[src/rtl/fifo_irq_pkg.sv]
package fifo_irq_pkg;
  localparam int IRQ_W = 7;

  localparam int B_RXOVF  = 0;
  localparam int B_TXLOW  = 2;
  localparam int B_TXFULL = 3;
  localparam int B_RXLVL  = 4;
  localparam int B_RXFULL = 5;
  localparam int B_TXUNF  = 6;

  localparam logic [IRQ_W-1:0] STICKY_BITS = 7'b100_0001;
  localparam logic [IRQ_W-1:0] LEVEL_BITS  = 7'b011_1100;
  localparam logic [IRQ_W-1:0] USED_BITS   = STICKY_BITS | LEVEL_BITS;

  localparam int OFF_STATUS = 'h04;
  localparam int OFF_SET    = 'h08;
  localparam int OFF_CLR    = 'h0C;
  localparam int OFF_MASK   = 'h10;
  localparam int OFF_TXWM   = 'h28;
  localparam int OFF_RXWM   = 'h2C;

  typedef struct packed {
    logic tx_low;
    logic tx_full;
    logic rx_lvl;
    logic rx_full;
  } lvl_t;

  typedef struct packed {
    logic rx_ovf;
    logic tx_unf;
  } evt_t;
endpackage

[src/rtl/fifo_irq_levels.sv]
module fifo_irq_levels
  import fifo_irq_pkg::*;
#(
  parameter int DEPTH = 63,
  parameter int CNT_W = $clog2(DEPTH + 1)
) (
  input  logic [CNT_W-1:0] tx_count,
  input  logic [CNT_W-1:0] rx_count,
  input  logic [CNT_W-1:0] tx_wm,
  input  logic [CNT_W-1:0] rx_wm,
  input  logic             tx_pop,
  input  logic             rx_push,
  output lvl_t             lvl,
  output evt_t             evt
);
  localparam logic [CNT_W-1:0] FULL_CNT = CNT_W'(DEPTH);

  function automatic logic below_mark(input logic [CNT_W-1:0] cnt,
                                      input logic [CNT_W-1:0] wm);
    return cnt < wm;
  endfunction

  function automatic logic reaches_mark(input logic [CNT_W-1:0] cnt,
                                        input logic [CNT_W-1:0] wm);
    logic [CNT_W-1:0] floor_wm;
    floor_wm = (wm == '0) ? CNT_W'(1) : wm;
    return cnt >= floor_wm;
  endfunction

  function automatic logic is_full(input logic [CNT_W-1:0] cnt);
    return cnt >= FULL_CNT;
  endfunction

  always_comb begin
    lvl.tx_low  = below_mark(tx_count, tx_wm);
    lvl.tx_full = is_full(tx_count);
    lvl.rx_lvl  = reaches_mark(rx_count, rx_wm);
    lvl.rx_full = is_full(rx_count);
    evt.rx_ovf  = rx_push && is_full(rx_count);
    evt.tx_unf  = tx_pop && (tx_count == '0);
  end
endmodule

[src/rtl/fifo_irq_regs.sv]
module fifo_irq_regs
  import fifo_irq_pkg::*;
#(
  parameter int CNT_W  = 6,
  parameter int ADDR_W = 8,
  parameter int DATA_W = 32
) (
  input  logic              clk,
  input  logic              rst_n,
  input  logic              reg_wr,
  input  logic [ADDR_W-1:0] reg_addr,
  input  logic [DATA_W-1:0] reg_wdata,
  output logic [IRQ_W-1:0]  mask_q,
  output logic [CNT_W-1:0]  tx_wm_q,
  output logic [CNT_W-1:0]  rx_wm_q
);
  logic             set_hit, clr_hit, txwm_hit, rxwm_hit;
  logic [IRQ_W-1:0] wbits;

  assign set_hit  = reg_wr && (reg_addr == ADDR_W'(OFF_SET));
  assign clr_hit  = reg_wr && (reg_addr == ADDR_W'(OFF_CLR));
  assign txwm_hit = reg_wr && (reg_addr == ADDR_W'(OFF_TXWM));
  assign rxwm_hit = reg_wr && (reg_addr == ADDR_W'(OFF_RXWM));
  assign wbits    = reg_wdata[IRQ_W-1:0] & USED_BITS;

  always_ff @(posedge clk or negedge rst_n) begin
    if (!rst_n) begin
      mask_q  <= '0;
      tx_wm_q <= CNT_W'(1);
      rx_wm_q <= CNT_W'(1);
    end else begin
      if (set_hit)  mask_q  <= mask_q | wbits;
      if (clr_hit)  mask_q  <= mask_q & ~wbits;
      if (txwm_hit) tx_wm_q <= reg_wdata[CNT_W-1:0];
      if (rxwm_hit) rx_wm_q <= reg_wdata[CNT_W-1:0];
    end
  end

  // set offset raises every addressed mask bit
  p_mask_set_r2: assert property (@(posedge clk) disable iff (!rst_n)
    set_hit |=> ((mask_q & IRQ_W'($past(reg_wdata)) & USED_BITS)
                 == (IRQ_W'($past(reg_wdata)) & USED_BITS)));

  // clear offset drops every addressed mask bit
  p_mask_clr_r2: assert property (@(posedge clk) disable iff (!rst_n)
    clr_hit |=> ((mask_q & IRQ_W'($past(reg_wdata))) == '0));

  // mask only moves on a set or clear write
  p_mask_hold_r2: assert property (@(posedge clk) disable iff (!rst_n)
    !(set_hit || clr_hit) |=> $stable(mask_q));
endmodule

[src/rtl/fifo_irq_status.sv]
module fifo_irq_status
  import fifo_irq_pkg::*;
(
  input  logic             clk,
  input  logic             rst_n,
  input  logic [IRQ_W-1:0] set_vec,
  input  logic [IRQ_W-1:0] clr_vec,
  output logic [IRQ_W-1:0] status_q
);
  for (genvar i = 0; i < IRQ_W; i++) begin : g_bit
    if (STICKY_BITS[i]) begin : g_sticky
      always_ff @(posedge clk or negedge rst_n) begin
        if (!rst_n) status_q[i] <= 1'b0;
        else        status_q[i] <= set_vec[i] | (status_q[i] & ~clr_vec[i]);
      end

      // a cleared sticky bit with no new event reads 0
      p_clr_sticky_r4: assert property (@(posedge clk) disable iff (!rst_n)
        (clr_vec[i] && !set_vec[i]) |=> !status_q[i]);

      // without a clear a sticky bit never drops
      p_hold_sticky_r4: assert property (@(posedge clk) disable iff (!rst_n)
        (status_q[i] && !clr_vec[i]) |=> status_q[i]);

      // an event always lands in the status
      p_event_lands_r5: assert property (@(posedge clk) disable iff (!rst_n)
        set_vec[i] |=> status_q[i]);
    end else if (LEVEL_BITS[i]) begin : g_level
      always_ff @(posedge clk or negedge rst_n) begin
        if (!rst_n) status_q[i] <= 1'b0;
        else        status_q[i] <= set_vec[i];
      end

      // a clear does not remove a condition that still holds
      p_level_back_r10: assert property (@(posedge clk) disable iff (!rst_n)
        (clr_vec[i] && set_vec[i]) |=> status_q[i]);
    end else begin : g_unused
      assign status_q[i] = 1'b0;
    end
  end
endmodule

[src/rtl/fifo_irq_unit.sv]
module fifo_irq_unit
  import fifo_irq_pkg::*;
#(
  parameter int DEPTH  = 63,
  parameter int CNT_W  = $clog2(DEPTH + 1),
  parameter int ADDR_W = 8,
  parameter int DATA_W = 32
) (
  input  logic              clk,
  input  logic              rst_n,
  input  logic [CNT_W-1:0]  tx_count,
  input  logic              tx_pop,
  input  logic [CNT_W-1:0]  rx_count,
  input  logic              rx_push,
  input  logic              reg_wr,
  input  logic [ADDR_W-1:0] reg_addr,
  input  logic [DATA_W-1:0] reg_wdata,
  output logic [DATA_W-1:0] reg_rdata,
  output logic              irq
);
  lvl_t             lvl;
  evt_t             evt;
  logic [IRQ_W-1:0] mask_q, status_q, set_vec, clr_vec;
  logic [CNT_W-1:0] tx_wm_q, rx_wm_q;
  logic             status_wr;

  fifo_irq_levels #(.DEPTH(DEPTH), .CNT_W(CNT_W)) u_levels (
    .tx_count(tx_count), .rx_count(rx_count),
    .tx_wm(tx_wm_q), .rx_wm(rx_wm_q),
    .tx_pop(tx_pop), .rx_push(rx_push),
    .lvl(lvl), .evt(evt)
  );

  fifo_irq_regs #(.CNT_W(CNT_W), .ADDR_W(ADDR_W), .DATA_W(DATA_W)) u_regs (
    .clk(clk), .rst_n(rst_n),
    .reg_wr(reg_wr), .reg_addr(reg_addr), .reg_wdata(reg_wdata),
    .mask_q(mask_q), .tx_wm_q(tx_wm_q), .rx_wm_q(rx_wm_q)
  );

  always_comb begin
    set_vec           = '0;
    set_vec[B_RXOVF]  = evt.rx_ovf;
    set_vec[B_TXLOW]  = lvl.tx_low;
    set_vec[B_TXFULL] = lvl.tx_full;
    set_vec[B_RXLVL]  = lvl.rx_lvl;
    set_vec[B_RXFULL] = lvl.rx_full;
    set_vec[B_TXUNF]  = evt.tx_unf;
  end

  assign status_wr = reg_wr && (reg_addr == ADDR_W'(OFF_STATUS));
  assign clr_vec   = status_wr ? reg_wdata[IRQ_W-1:0] : '0;

  fifo_irq_status u_status (
    .clk(clk), .rst_n(rst_n),
    .set_vec(set_vec), .clr_vec(clr_vec),
    .status_q(status_q)
  );

  function automatic logic [DATA_W-1:0] read_mux(
    input logic [ADDR_W-1:0] a, input logic [IRQ_W-1:0] st,
    input logic [IRQ_W-1:0] mk, input logic [CNT_W-1:0] twm,
    input logic [CNT_W-1:0] rwm);
    logic [DATA_W-1:0] r;
    r = '0;
    if (a == ADDR_W'(OFF_STATUS))    r = DATA_W'(st);
    else if (a == ADDR_W'(OFF_MASK)) r = DATA_W'(mk);
    else if (a == ADDR_W'(OFF_TXWM)) r = DATA_W'(twm);
    else if (a == ADDR_W'(OFF_RXWM)) r = DATA_W'(rwm);
    return r;
  endfunction

  assign reg_rdata = read_mux(reg_addr, status_q, mask_q, tx_wm_q, rx_wm_q);
  assign irq       = |(status_q & mask_q);

  // an empty mask keeps the line low
  p_irq_quiet_r3: assert property (@(posedge clk) disable iff (!rst_n)
    (mask_q == '0) |-> !irq);

  // a newly enabled pending bit raises the line
  p_irq_raise_r3: assert property (@(posedge clk) disable iff (!rst_n)
    (reg_wr && reg_addr == ADDR_W'(OFF_SET) && ((reg_wdata[IRQ_W-1:0] & status_q & set_vec & USED_BITS) != '0)) |=> irq);

  // a full transmit FIFO shows in the status one edge later
  p_txfull_r8: assert property (@(posedge clk) disable iff (!rst_n)
    (tx_count == CNT_W'(DEPTH)) |=> status_q[B_TXFULL]);

  // overflow from a push at the full count
  p_rxovf_r5: assert property (@(posedge clk) disable iff (!rst_n)
    (rx_push && rx_count == CNT_W'(DEPTH)) |=> status_q[B_RXOVF]);

  // underflow from a pop at zero
  p_txunf_r6: assert property (@(posedge clk) disable iff (!rst_n)
    (tx_pop && tx_count == '0) |=> status_q[B_TXUNF]);
endmodule

[config.mk]
export PLATFORM = sky130hd
export DESIGN_NAME = fifo_irq_unit
export DESIGN_NICKNAME = d
export VERILOG_FILES = /design/src/rtl/fifo_irq_pkg.sv /design/src/rtl/fifo_irq_levels.sv /design/src/rtl/fifo_irq_regs.sv /design/src/rtl/fifo_irq_status.sv /design/src/rtl/fifo_irq_unit.sv
export SDC_FILE = /design/constraint.sdc
export NUM_CORES = 1
export LEC_CHECK = 0
export ABC_AREA = 1
export BUFFER_PORTS_ARGS = -buffer_cell sky130_fd_sc_hd__buf_2
export CAP_MARGIN = 10
export CELL_PAD_IN_SITES_DETAIL_PLACEMENT = 2
export CELL_PAD_IN_SITES_GLOBAL_PLACEMENT = 2
export CORE_MARGIN = 4
export CORE_UTILIZATION = 26
export DETAILED_ROUTE_END_ITERATION = 12
export PLACE_DENSITY_LB_ADDON = 0.1
export SYNTH_ARGS = -nofsm -noshare
export SYNTH_HDL_FRONTEND = slang
export SYNTH_SLANG_ARGS = --single-unit
export TNS_END_PERCENT = 1
[constraint.sdc]
create_clock -name clk -period 3.3 [get_ports clk]
set_input_delay 0.66 -clock clk [delete_from_list [all_inputs] [get_ports clk]]
set_output_delay 0.66 -clock clk [all_outputs]
set_load 0.01 [all_outputs]
==> run_results.csv <==
group,metric,value,unit
place,detailedPlace.worstSlack,0.735,ns
sta,clock_skew,0.00357,ns
finish,antenna_cells_inserted,0,
finish,drive_above_1_share,22.8,%
pwr,peakVddDrop,0.000120,V
place,numPortBuffers,39,
place,post-dp-hpwl,4500,um
finish,layout.cells.most_common,"nand2_1",
sta,timing.final.crit_period,2.49,ns
floorplanning,dieHeight,91.8,um
cts,cts.sinks,24,
yosys,yosysWarningCount,0,
place,gp_congestion,0.705,
finish,flow.area_growth_from_synthesis,13.0,%
cts,tritoncts,"built",
yosys,synth.cell_area,1830,um^2
pwr,cellPowerDensity,326,nW/um^2
route,routed-wl-met3,178,um
cts,cts_setup_buffers,0,
route,routed_wirelength,5450,um
critical_path,timing.reg2reg.setup_slack,1.71,ns
route,avg_wl_per_cell,14.5,um
yosys,seq_area_frac_synth,33.0,%
global_routing,grt_pass1_wl,8890,um
sta,hold_violations,0,
route,dr.max_layer_used,"met4",
sta,grt_setup_unrepaired,"false",
cts,root_buffer,"clkbuf_8",
finish,final_cell_mix,"nand2_1, buf_2, inv_1",
pwr,pwr-share-comb,19.9,%
route,m1WireLength,2540,um
flow_run,cap_viol_max_count,0,
global_routing,grt_pass1_vias,1759,
floorplanning,die_width,91.8,um
critical_path,timing.rr.start,"u_regs.rx_wm_q[1]$_DFFE_PN0P_",
critical_path,required,2.64,ns
cts,cts_resized,0,
route,drt_pass1_iterations,4,
route,route.detailed.vias_per_inst,4.30,
sta,timing_worst_slew_pin_value,0.607,ns
global_routing,total_grt_usage,13.6,%
finish,fillCellCount,842,
sta,timing.final.setup_violations,0,
global_routing,grt_overflow,0,
critical_path,start_kind,"input port",
critical_path,cp.arrival,1.83,ns
floorplanning,die_area,8430,um^2
sta,timing.final.crit_share,75.5,%
sta,clock.fmax,401,MHz
pwr,totalPowerFinal,0.000672,W
yosys,synth_seq_cells,24,
critical_path,end_kind,"primary output",
route,number_of_nets_with_antenna_violations_after_routing,0,
route,met2_wirelength,2680,um
cts,post_cts_hold_buffer_count,0,
pwr,power.switching_fraction,30.2,%
cts,cts.htree.levels,1,
floorplanning,fp-row-count,30,
pwr,net-switching-power,0.000203,W
sta,report.final.slew_viol_count,0,
cts,cts_max_path_buffers,2,
sta,slew_headroom,59.5,%
pwr,power_leakage,1.07,nW
floorplanning,core_region_area,6790,um^2
cts,cts.clk_slew.worst_paths,0.09,ns
critical_path,timing.critical_path.fanout_max,6,
finish,nNetsFinal,350,
sta,totalNegativeSetupSlack,0,ns
hold_path,worstHoldPathType,"in2async",
sta,setup_ws,0.808,ns
finish,final_area,2060,um^2
pwr,power_report.internal_total,0.000469,W
critical_path,critical_path.startpoint,"reg_addr[7]",
pwr,p_seq_share,49.2,%
critical_path,critical_path_type,"in2out",
global_routing,grt_max_degree,25,
finish,fraction_of_the_core_area_covered_by_cells_at_the_end_of_the_flow,30.3,%
cts,cts_buffers,3,
critical_path,ff2ff_path_depth,8,
run_status,run_status,"complete, no violations",
place,postPlaceCellArea,2010,um^2
route,drc_violations,0,
yosys,syn-mean-instance-area,7.54,um^2
critical_path,critical_path.reg2reg.endpoint,"u_status.status_q[4]$_DFF_PN0_",
floorplanning,start_util,26.9,%
yosys,synthesis.instances,242,
yosys,ys_types,25,
pwr,power.share.clock,30.9,%
critical_path,crit_path_end,"reg_rdata[0]",
cts,clk_latency,0.27,ns
floorplanning,ios,90,
route,drt_first_iter_violations,36,
route,vias,1620,
global_routing,number_of_antenna_violations_at_the_first_check_in_global_routing,0,
[logic make-up after synthesis]
| group | after synthesis | synth area share (%) |
|---|---|---|
| other cells | 1 | 0.205 |
| fa+ha+maj | 11 | 7.54 |
| compound gates | 33 | 10.3 |
| simple gates | 108 | 29.0 |
| buf+inv | 65 | 19.9 |
| flops | 24 | 33.0 |
[Yosys cell counts]
master    n  area (um^2)
nand2_1  50          188
inv_1    37          139
buf_4    25          188
dfrtp_1  22          551
nand3_1  22          110
o21ai_0  15         75.1
nor2_1   13         48.8
ha_1     11          138
a21oi_1   7         35.0
nand4_1   7         43.8
nand2_2   6         37.5
nor2_4    4         45.0
o21ai_1   4         20.0
o21ai_2   4         35.0
nor2_2    3         18.8
a22o_1    2         17.5
dfstp_2   2         52.6
buf_12    1         20.0
buf_2     1         5.00
buf_6     1         11.3
conb_1    1         3.75
nand2_4   1         11.3
nor2_8    1         20.0
nor4_1    1         6.26
o22ai_1   1         6.26
[worst max-delay path: stages]
cell and delay, ns:
buf_2 0.10, nor2_1 0.15, nand2_1 0.07, nor2_1 0.40, inv_1 0.10, nand3_1 0.11
nand2_1 0.06, nand2_1 0.05, buf_2 0.12
[area by class of cell]
class	instances	area, um^2	share of cell area [%]
Clock buffer	4	55.1	2.67
Inverter	37	139	6.74
Multi-Input combinational cell	177	950	46.1
Sequential cell	24	603	29.2
Tap cell	96	120	5.83
Timing Repair Buffer	39	195	9.47
[how the worst min path moves through the flow]
stage / from / endpoint / cells past startpoint
after floorplan: rst_n / asynchronous set/reset pin / 0
after global placement: u_regs.rx_wm_q[0]$_DFFE_PN1P_ / u_regs.rx_wm_q[0]$_DFFE_PN1P_ / 2
after detailed placement: u_regs.rx_wm_q[0]$_DFFE_PN1P_ / u_regs.rx_wm_q[0]$_DFFE_PN1P_ / 2
after CTS: rst_n / u_regs.rx_wm_q[2]$_DFFE_PN0P_ / 1
after global routing: rst_n / u_status.status_q[6]$_DFF_PN0_ / 1
final: rst_n / u_status.status_q[6]$_DFF_PN0_ / 1
[layer usage]
layer	vias to the layer above	global-route usage (%)
li1	800	-
met1	776	17.8
met2	40	23.7
met3	4	1.56
met4	0	3.34
met5	-	0
[per-stage QoR]
step,instances,hold slack (ns)
floorplan,266,0.364
global placement,373,0.489
detailed placement,373,0.496
CTS,377,0.413
global route,377,0.432
finish,377,0.390
[power by group through the flow]
| stage | logic [W] | registers [W] | clock network [W] |
|---|---|---|---|
| detailed placement | 0.000136 | 0.000337 | 0 |
| global placement | 0.000132 | 0.000337 | 0 |
| CTS | 0.000138 | 0.000331 | 0.000219 |
| finish | 0.000134 | 0.000331 | 0.000208 |
| global route | 0.000158 | 0.000334 | 0.000233 |
| floorplan | 0.000102 | 0.000330 | 0 |
Power figures use the tool's default switching activity.
